<file path="config.mk">
export PLATFORM = sky130hd
export DESIGN_NAME = tworeg_core
export DESIGN_NICKNAME = d
export VERILOG_FILES = /design/src/rtl/tworeg_pkg.sv /design/src/rtl/tworeg_alu.sv /design/src/rtl/tworeg_datapath.sv /design/src/rtl/tworeg_ctrl.sv /design/src/rtl/tworeg_core.sv
export SDC_FILE = /design/constraint.sdc
export NUM_CORES = 1
export LEC_CHECK = 0
export ABC_AREA = 1
export BUFFER_PORTS_ARGS = -buffer_cell sky130_fd_sc_hd__buf_2
export CAP_MARGIN = 30
export CORE_ASPECT_RATIO = 0.75
export CORE_MARGIN = 2
export CORE_UTILIZATION = 57
export CTS_CLUSTER_SIZE = 8
export DETAILED_ROUTE_END_ITERATION = 10
export PLACE_DENSITY = 0.79
export SLEW_MARGIN = 20
export SYNTH_ARGS = -nofsm -noshare
export SYNTH_HDL_FRONTEND = slang
export SYNTH_SLANG_ARGS = --single-unit
</file>
<file path="constraint.sdc">
create_clock -name clk -period 2.1 [get_ports clk]
set_input_delay 0.105 -clock clk [delete_from_list [all_inputs] [get_ports clk]]
set_output_delay 0.105 -clock clk [all_outputs]
set_load 0.03 [all_outputs]
</file>
<file path="src/rtl/tworeg_pkg.sv">
package tworeg_pkg;
  typedef enum logic [2:0] {
    ALU_NEG  = 3'd0,
    ALU_AND  = 3'd1,
    ALU_OR   = 3'd2,
    ALU_ADD  = 3'd3,
    ALU_PA   = 3'd4,
    ALU_PB   = 3'd5,
    ALU_SLL  = 3'd6,
    ALU_SRL  = 3'd7
  } alu_op_t;

  localparam logic [2:0] OPC_LOAD = 3'b000;
  localparam logic [2:0] OPC_XFER = 3'b001;
  localparam logic [2:0] OPC_AND  = 3'b010;
  localparam logic [2:0] OPC_OR   = 3'b011;
  localparam logic [2:0] OPC_ADD  = 3'b100;
  localparam logic [2:0] OPC_SUB  = 3'b101;
  localparam logic [2:0] OPC_SHR  = 3'b110;
  localparam logic [2:0] OPC_EMIT = 3'b111;

  typedef enum logic [2:0] {
    ST_IDLE = 3'd0,
    ST_DEC  = 3'd1,
    ST_NEG  = 3'd2,
    ST_EXEC = 3'd3,
    ST_FIN  = 3'd4
  } seq_state_t;
endpackage

</file>
<file path="src/rtl/tworeg_alu.sv">
module tworeg_alu
  import tworeg_pkg::*;
#(
  parameter int DW = 4
) (
  input  logic [DW-1:0] a,
  input  logic [DW-1:0] b,
  input  logic          cin,
  input  alu_op_t       op,
  output logic [DW-1:0] f,
  output logic          cout
);
  localparam logic [DW-1:0] ONE = {{(DW-1){1'b0}}, 1'b1};
  logic [DW:0] sum;

  always_comb begin
    sum  = {1'b0, a} + {1'b0, b} + {{DW{1'b0}}, cin};
    f    = '0;
    cout = 1'b0;
    case (op)
      ALU_NEG: f = (~a) + ONE;
      ALU_AND: f = a & b;
      ALU_OR:  f = a | b;
      ALU_ADD: begin f = sum[DW-1:0]; cout = sum[DW]; end
      ALU_PA:  f = a;
      ALU_PB:  f = b;
      ALU_SLL: f = {a[DW-2:0], 1'b0};
      ALU_SRL: f = {1'b0, a[DW-1:1]};
      default: f = '0;
    endcase
  end
endmodule

</file>
<file path="src/rtl/tworeg_datapath.sv">
module tworeg_datapath
  import tworeg_pkg::*;
#(
  parameter int DW = 4
) (
  input  logic          clk,
  input  logic          rst_n,
  input  logic [DW-1:0] imm,
  input  logic          sel_imm,
  input  logic          wr_a,
  input  logic          wr_b,
  input  logic          wr_out,
  input  alu_op_t       op,
  input  logic          cin,
  output logic [DW-1:0] out_q,
  output logic          cout
);
  logic [DW-1:0] reg_a, reg_b, alu_f, wdata;

  tworeg_alu #(.DW(DW)) u_alu (
    .a(reg_a), .b(reg_b), .cin(cin), .op(op), .f(alu_f), .cout(cout)
  );

  assign wdata = sel_imm ? imm : alu_f;

  always_ff @(posedge clk or negedge rst_n) begin
    if (!rst_n) begin
      reg_a <= '0;
      reg_b <= '0;
      out_q <= '0;
    end else begin
      if (wr_a)   reg_a <= wdata;
      if (wr_b)   reg_b <= wdata;
      if (wr_out) out_q <= alu_f;
    end
  end


  out_hold_chk: assert property (@(posedge clk) disable iff (!rst_n)
    !wr_out |=> $stable(out_q));
endmodule

</file>
<file path="src/rtl/tworeg_ctrl.sv">
module tworeg_ctrl
  import tworeg_pkg::*;
(
  input  logic       clk,
  input  logic       rst_n,
  input  logic       start,
  input  logic [2:0] code,
  input  logic [1:0] dest,
  input  logic       cout,
  output alu_op_t    op,
  output logic       cin,
  output logic       sel_imm,
  output logic       wr_a,
  output logic       wr_b,
  output logic       wr_out,
  output logic       done,
  output logic       carry
);
  seq_state_t state, nxt;
  logic malformed, to_b;

  assign malformed = dest[1];
  assign to_b      = dest[0];
  assign done      = (state == ST_FIN);

  always_comb begin
    nxt     = state;
    op      = ALU_PA;
    cin     = 1'b0;
    sel_imm = 1'b0;
    wr_a    = 1'b0;
    wr_b    = 1'b0;
    wr_out  = 1'b0;
    case (state)
      ST_IDLE: if (start) nxt = ST_DEC;
      ST_DEC: begin
        if (malformed) begin
          if (!start) nxt = ST_IDLE;
        end else if (code == OPC_SUB) nxt = ST_NEG;
        else nxt = ST_EXEC;
      end
      ST_NEG: begin
        op   = ALU_NEG;
        wr_a = 1'b1;
        nxt  = ST_EXEC;
      end
      ST_EXEC: begin
        nxt  = ST_FIN;
        wr_a = !to_b;
        wr_b = to_b;
        case (code)
          OPC_LOAD: sel_imm = 1'b1;
          OPC_XFER: op = to_b ? ALU_PA : ALU_PB;
          OPC_AND:  op = ALU_AND;
          OPC_OR:   op = ALU_OR;
          OPC_ADD,
          OPC_SUB:  op = ALU_ADD;
          OPC_SHR:  op = ALU_SRL;
          default: begin
            op     = to_b ? ALU_PB : ALU_PA;
            wr_a   = 1'b0;
            wr_b   = 1'b0;
            wr_out = 1'b1;
          end
        endcase
      end
      ST_FIN: if (!start) nxt = ST_IDLE;
      default: nxt = ST_IDLE;
    endcase
  end

  always_ff @(posedge clk or negedge rst_n) begin
    if (!rst_n) begin
      state <= ST_IDLE;
      carry <= 1'b0;
    end else begin
      state <= nxt;
      if (state == ST_EXEC && (code == OPC_ADD || code == OPC_SUB))
        carry <= cout;
    end
  end


  malformed_block_chk: assert property (@(posedge clk) disable iff (!rst_n)
    (state == ST_DEC && malformed) |=> (state == ST_DEC || state == ST_IDLE));

  sub_seq_chk: assert property (@(posedge clk) disable iff (!rst_n)
    (state == ST_NEG) |=> (state == ST_EXEC));

  done_hold_chk: assert property (@(posedge clk) disable iff (!rst_n)
    (done && start) |=> done);

  done_drop_chk: assert property (@(posedge clk) disable iff (!rst_n)
    (done && !start) |=> !done);

  one_write_chk: assert property (@(posedge clk) disable iff (!rst_n)
    $onehot0({wr_a, wr_b, wr_out}));
endmodule

</file>
<file path="src/rtl/tworeg_core.sv">
module tworeg_core
  import tworeg_pkg::*;
#(
  parameter int DW = 4,
  localparam int IW = 3 + DW + 2
) (
  input  logic          clk,
  input  logic          rst_n,
  input  logic          start,
  input  logic [IW-1:0] instr,
  output logic          done,
  output logic [DW-1:0] out_bus,
  output logic          carry
);
  alu_op_t op;
  logic cin, sel_imm, wr_a, wr_b, wr_out, cout;

  tworeg_ctrl u_ctrl (
    .clk(clk), .rst_n(rst_n), .start(start),
    .code(instr[IW-1:IW-3]), .dest(instr[1:0]), .cout(cout),
    .op(op), .cin(cin), .sel_imm(sel_imm), .wr_a(wr_a), .wr_b(wr_b),
    .wr_out(wr_out), .done(done), .carry(carry)
  );

  tworeg_datapath #(.DW(DW)) u_dp (
    .clk(clk), .rst_n(rst_n), .imm(instr[DW+1:2]), .sel_imm(sel_imm),
    .wr_a(wr_a), .wr_b(wr_b), .wr_out(wr_out), .op(op), .cin(cin),
    .out_q(out_bus), .cout(cout)
  );
endmodule

</file>
==> flow_metrics.env <==
export IMPL_run_status="finished clean"
export IMPL_max_capacitance_violation_count=0
export IMPL_ys_seq_elements=16
export IMPL_first_global_vias=1256
export IMPL_synth_yosys_warnings=0
export IMPL_placeableCoreArea_sq_um=2350
export IMPL_worst_pin_slew_ns=0.557
export IMPL_period_needed_ns=1.95
export IMPL_clk_transition_reported_paths_ns=0.11
export IMPL_min_path_cells=3
export IMPL_critPathRequiredTime_ns=2.28
export IMPL_initial_core_util=0.610
export IMPL_max_clock_freq_ghz=0.514
export IMPL_worstReg2RegStart="u_dp.reg_a[2]"
export IMPL_synth_net_count=209
export IMPL_criticalPathCategory="reg -> reg"
export IMPL_setup_tns_final_ns=0
export IMPL_final_max_slew_viol_count=0
export IMPL_die_area_sq_um=2930
export IMPL_grt_first_pass_wirelength_um=6030
export IMPL_rsz0062_at_grt="false"
export IMPL_finalNetCount=235
export IMPL_number_of_detailed_routing_iterations_run_before_antenna_repair=5
export IMPL_area_growth_syn_to_fin_pct=14.2
export IMPL_drt_iter0_markers=113
export IMPL_design_portCount=18
export IMPL_grt_start_max_net_pins=17
export IMPL_die_width_um=61.9
export IMPL_r2r_cells=10
export IMPL_total_switching_power_uw=969
export IMPL_num_vias=1385
export IMPL_routed_top_layer="met4"
export IMPL_cts_buffer_depth=2
export IMPL_startpoint_type="flop"
export IMPL_worst_ir_drop_vdd_uv=697
export IMPL_crit_fanout=5
export IMPL_numClockSinks=16
export IMPL_core_rowCount=15
export IMPL_avgSynthCellArea_sq_um=7.65
export IMPL_grtUsageTotal=0.295
export IMPL_comb_power_share=0.576
export IMPL_end_kind="flop"
export IMPL_fraction_of_layout_cells_with_a_size_suffix_above_1=0.292
export IMPL_hold_path_startpoint="instr[1]"
export IMPL_grt_antenna_before_repair=0
export IMPL_r2r_slack_ns=0.15
export IMPL_footprint_of_the_multi_input_gates_sq_um=928
export IMPL_dpl_cell_count=241
export IMPL_ctsRootBufferMaster="sky130_fd_sc_hd__clkbuf_4"
export IMPL_switching_share=0.513
export IMPL_die_height_um=47.4
export IMPL_seq_area_frac_synth=0.280
export IMPL_arrival_ns=2.13
export IMPL_number_of_cells_produced_by_synthesis=187
export IMPL_filler_cell_count=191
export IMPL_finalSetupViolations=0
export IMPL_maxSlewHeadroom=0.627
export IMPL_num_cts_buffers=3
export IMPL_clock_tree_from_tritoncts="done"
export IMPL_hold_path_endpoint="u_ctrl.state[1]"
export IMPL_design_internal_power_uw=918
export IMPL_synth_unique_cells=30
export IMPL_avgRoutedWirePerCell_um=15.0
export IMPL_hpwlAfterDp_um=2880
export IMPL_drt_drc_violations_left=0
export IMPL_timing_hold_violations_final=0
export IMPL_min_period_over_period=0.927
export IMPL_drt_total_wl_um=3680
export IMPL_gp_congestion=0.932
export IMPL_total_leakage_power_uw=0.000842
export IMPL_power_per_cell_area_nw_per_um2=1160
export IMPL_finalWorstSetupSlack_ns=0.153
export IMPL_seq_power_share=0.310
export IMPL_vias_per_cell=5.63
export IMPL_pwr_share_clk=0.113
export IMPL_finClkSkew_ns=0.0232
export IMPL_netlist_area_sq_um=1430
export IMPL_seq_area_sq_um=402
export IMPL_dp_slack_ns=0.0953
export IMPL_wl_met3_um=226
export IMPL_globalRouteOverflowTotal=0
export IMPL_route_met2_wl_um=1560
export IMPL_instances_no_fill=246
export IMPL_drt_antenna_violating_nets=0
export IMPL_cts_htree_levels=1
export IMPL_cts_setup_buffers=0
export IMPL_number_of_antenna_repair_diodes=0
export IMPL_port_buffers=17
export IMPL_wl_met1_um=1840
export IMPL_worstSkewPairLatency_ns=0.31
export IMPL_critical_path_reg2reg_endpoint="u_dp.reg_b[3]"
export IMPL_worstHoldPathType="in -> reg"
[placed cells by master, fill, tap and decap left out, drive strengths merged, types with 2 or more instances in the layout]
| cell | count |
|---|---|
| a21oi | 4 |
| a31oi | 2 |
| a41oi | 3 |
| buf | 20 |
| clkbuf | 4 |
| dfrtp | 16 |
| ha | 9 |
| inv | 28 |
| nand2 | 44 |
| nand3 | 27 |
| nand4 | 14 |
| nor2 | 24 |
| o21ai | 3 |
| or2 | 5 |
[worst max path at each step]
stage,from,to,cells after the start
6_report,u_dp.reg_a[2],u_dp.reg_b[3],10
2_1_floorplan,u_dp.reg_b[0],u_dp.reg_a[2],9
3_5_place_dp,u_dp.reg_a[0],u_dp.reg_b[2],9
3_3_place_gp,u_dp.reg_b[0],u_dp.reg_b[2],9
4_1_cts,u_dp.reg_a[0],u_dp.reg_b[2],9
5_1_grt,u_dp.reg_a[2],u_dp.reg_b[3],10
[logic make-up after synthesis]
kind of cell	share of synthesized area
AOI/OAI and AO/OA	0.0629
adders and majority gates	0.0927
DFF	0.280
and+or+nand+nor	0.477
buffers and inverters	0.0752
xor gates and xnor gates	0.0122
[cells in the mapped netlist]
library cell	number	area share
sky130_fd_sc_hd__xor2_1	1	0.0061
sky130_fd_sc_hd__nand3_1	21	0.073
sky130_fd_sc_hd__o31ai_1	1	0.0052
sky130_fd_sc_hd__nand2_2	3	0.013
sky130_fd_sc_hd__inv_2	5	0.013
sky130_fd_sc_hd__dfrtp_1	16	0.28
sky130_fd_sc_hd__a41oi_1	3	0.018
sky130_fd_sc_hd__nor2_1	15	0.039
sky130_fd_sc_hd__nand3b_1	1	0.0052
sky130_fd_sc_hd__nand3_2	6	0.042
sky130_fd_sc_hd__or2_2	5	0.022
sky130_fd_sc_hd__nor3_4	1	0.011
sky130_fd_sc_hd__o21ai_1	2	0.0070
sky130_fd_sc_hd__a221oi_1	1	0.0061
sky130_fd_sc_hd__nand4_1	13	0.057
sky130_fd_sc_hd__nand4_4	1	0.015
sky130_fd_sc_hd__nor2_8	2	0.028
sky130_fd_sc_hd__a31oi_1	2	0.0087
sky130_fd_sc_hd__inv_4	1	0.0044
sky130_fd_sc_hd__nand2_1	37	0.097
sky130_fd_sc_hd__fa_1	1	0.014
sky130_fd_sc_hd__xnor2_1	1	0.0061
sky130_fd_sc_hd__nor2_4	2	0.016
sky130_fd_sc_hd__ha_1	9	0.079
sky130_fd_sc_hd__nor2_2	5	0.022
sky130_fd_sc_hd__inv_1	22	0.058
sky130_fd_sc_hd__or4_1	1	0.0052
sky130_fd_sc_hd__o21ai_0	1	0.0035
sky130_fd_sc_hd__a21oi_1	4	0.014
sky130_fd_sc_hd__nand2_4	4	0.031
[power by group through the flow]
stage | sequential [uW] | combinational [uW] | clock (uW)
2_1_floorplan | 655 | 701 | 0
3_3_place_gp | 579 | 1040 | 0
3_5_place_dp | 587 | 1070 | 0
4_1_cts | 581 | 1080 | 219
5_1_grt | 607 | 1220 | 229
6_report | 585 | 1090 | 214
[state kept, by name, indices dropped and copies added (netlist names)]
name and cells:
u_ctrl.carry 1, u_dp.reg_b 4, u_ctrl.state 3, u_dp.out_q 4
u_dp.reg_a 4
[critical path, cell delays in order, from the launching register on]
cell                      delay (ns)
sky130_fd_sc_hd__dfrtp_2        0.46
sky130_fd_sc_hd__inv_1          0.12
sky130_fd_sc_hd__ha_1           0.29
sky130_fd_sc_hd__a21oi_1        0.19
sky130_fd_sc_hd__nand3_1        0.10
sky130_fd_sc_hd__nand3_1        0.09
sky130_fd_sc_hd__nand3_1        0.12
sky130_fd_sc_hd__nor2_2         0.17
sky130_fd_sc_hd__nand3_1        0.11
sky130_fd_sc_hd__nand3_1        0.09
sky130_fd_sc_hd__nand2_1        0.06
[area by class of cell]
type                    count  area share
well taps                  34      0.0260
repair buffers             21      0.0720
clock buffers               4      0.0222
flip-flops and latches     16       0.246
inverters                  28      0.0658
multi-input cells         143       0.568
[metrics by stage]
step	power [uW]	util	cell area [sq um]	hold WS (ns)
5_1_grt	2050	0.697	1630	0.114
4_1_cts	1880	0.694	1630	0.0919
2_1_floorplan	1360	-	1430	-0.191
3_5_place_dp	1660	0.674	1580	0.0395
3_3_place_gp	1620	0.674	1580	0.0380
6_report	1890	0.697	1630	0.0925
[metal layers]
metal  GRT usage  vias to the layer above
li1            -                      681
met4      0.0851                        0
met5           0                        -
met3      0.0716                       10
met2       0.438                       51
met1       0.428                      643
[timing repair]
action / in CTS / in global routing
hold buffers: 1 / 0
resized for setup: 0 / 3
endpoints found under the setup margin: 0 / 4
hold endpoints to repair: 16 / 0
Power figures use the tool's default switching activity.
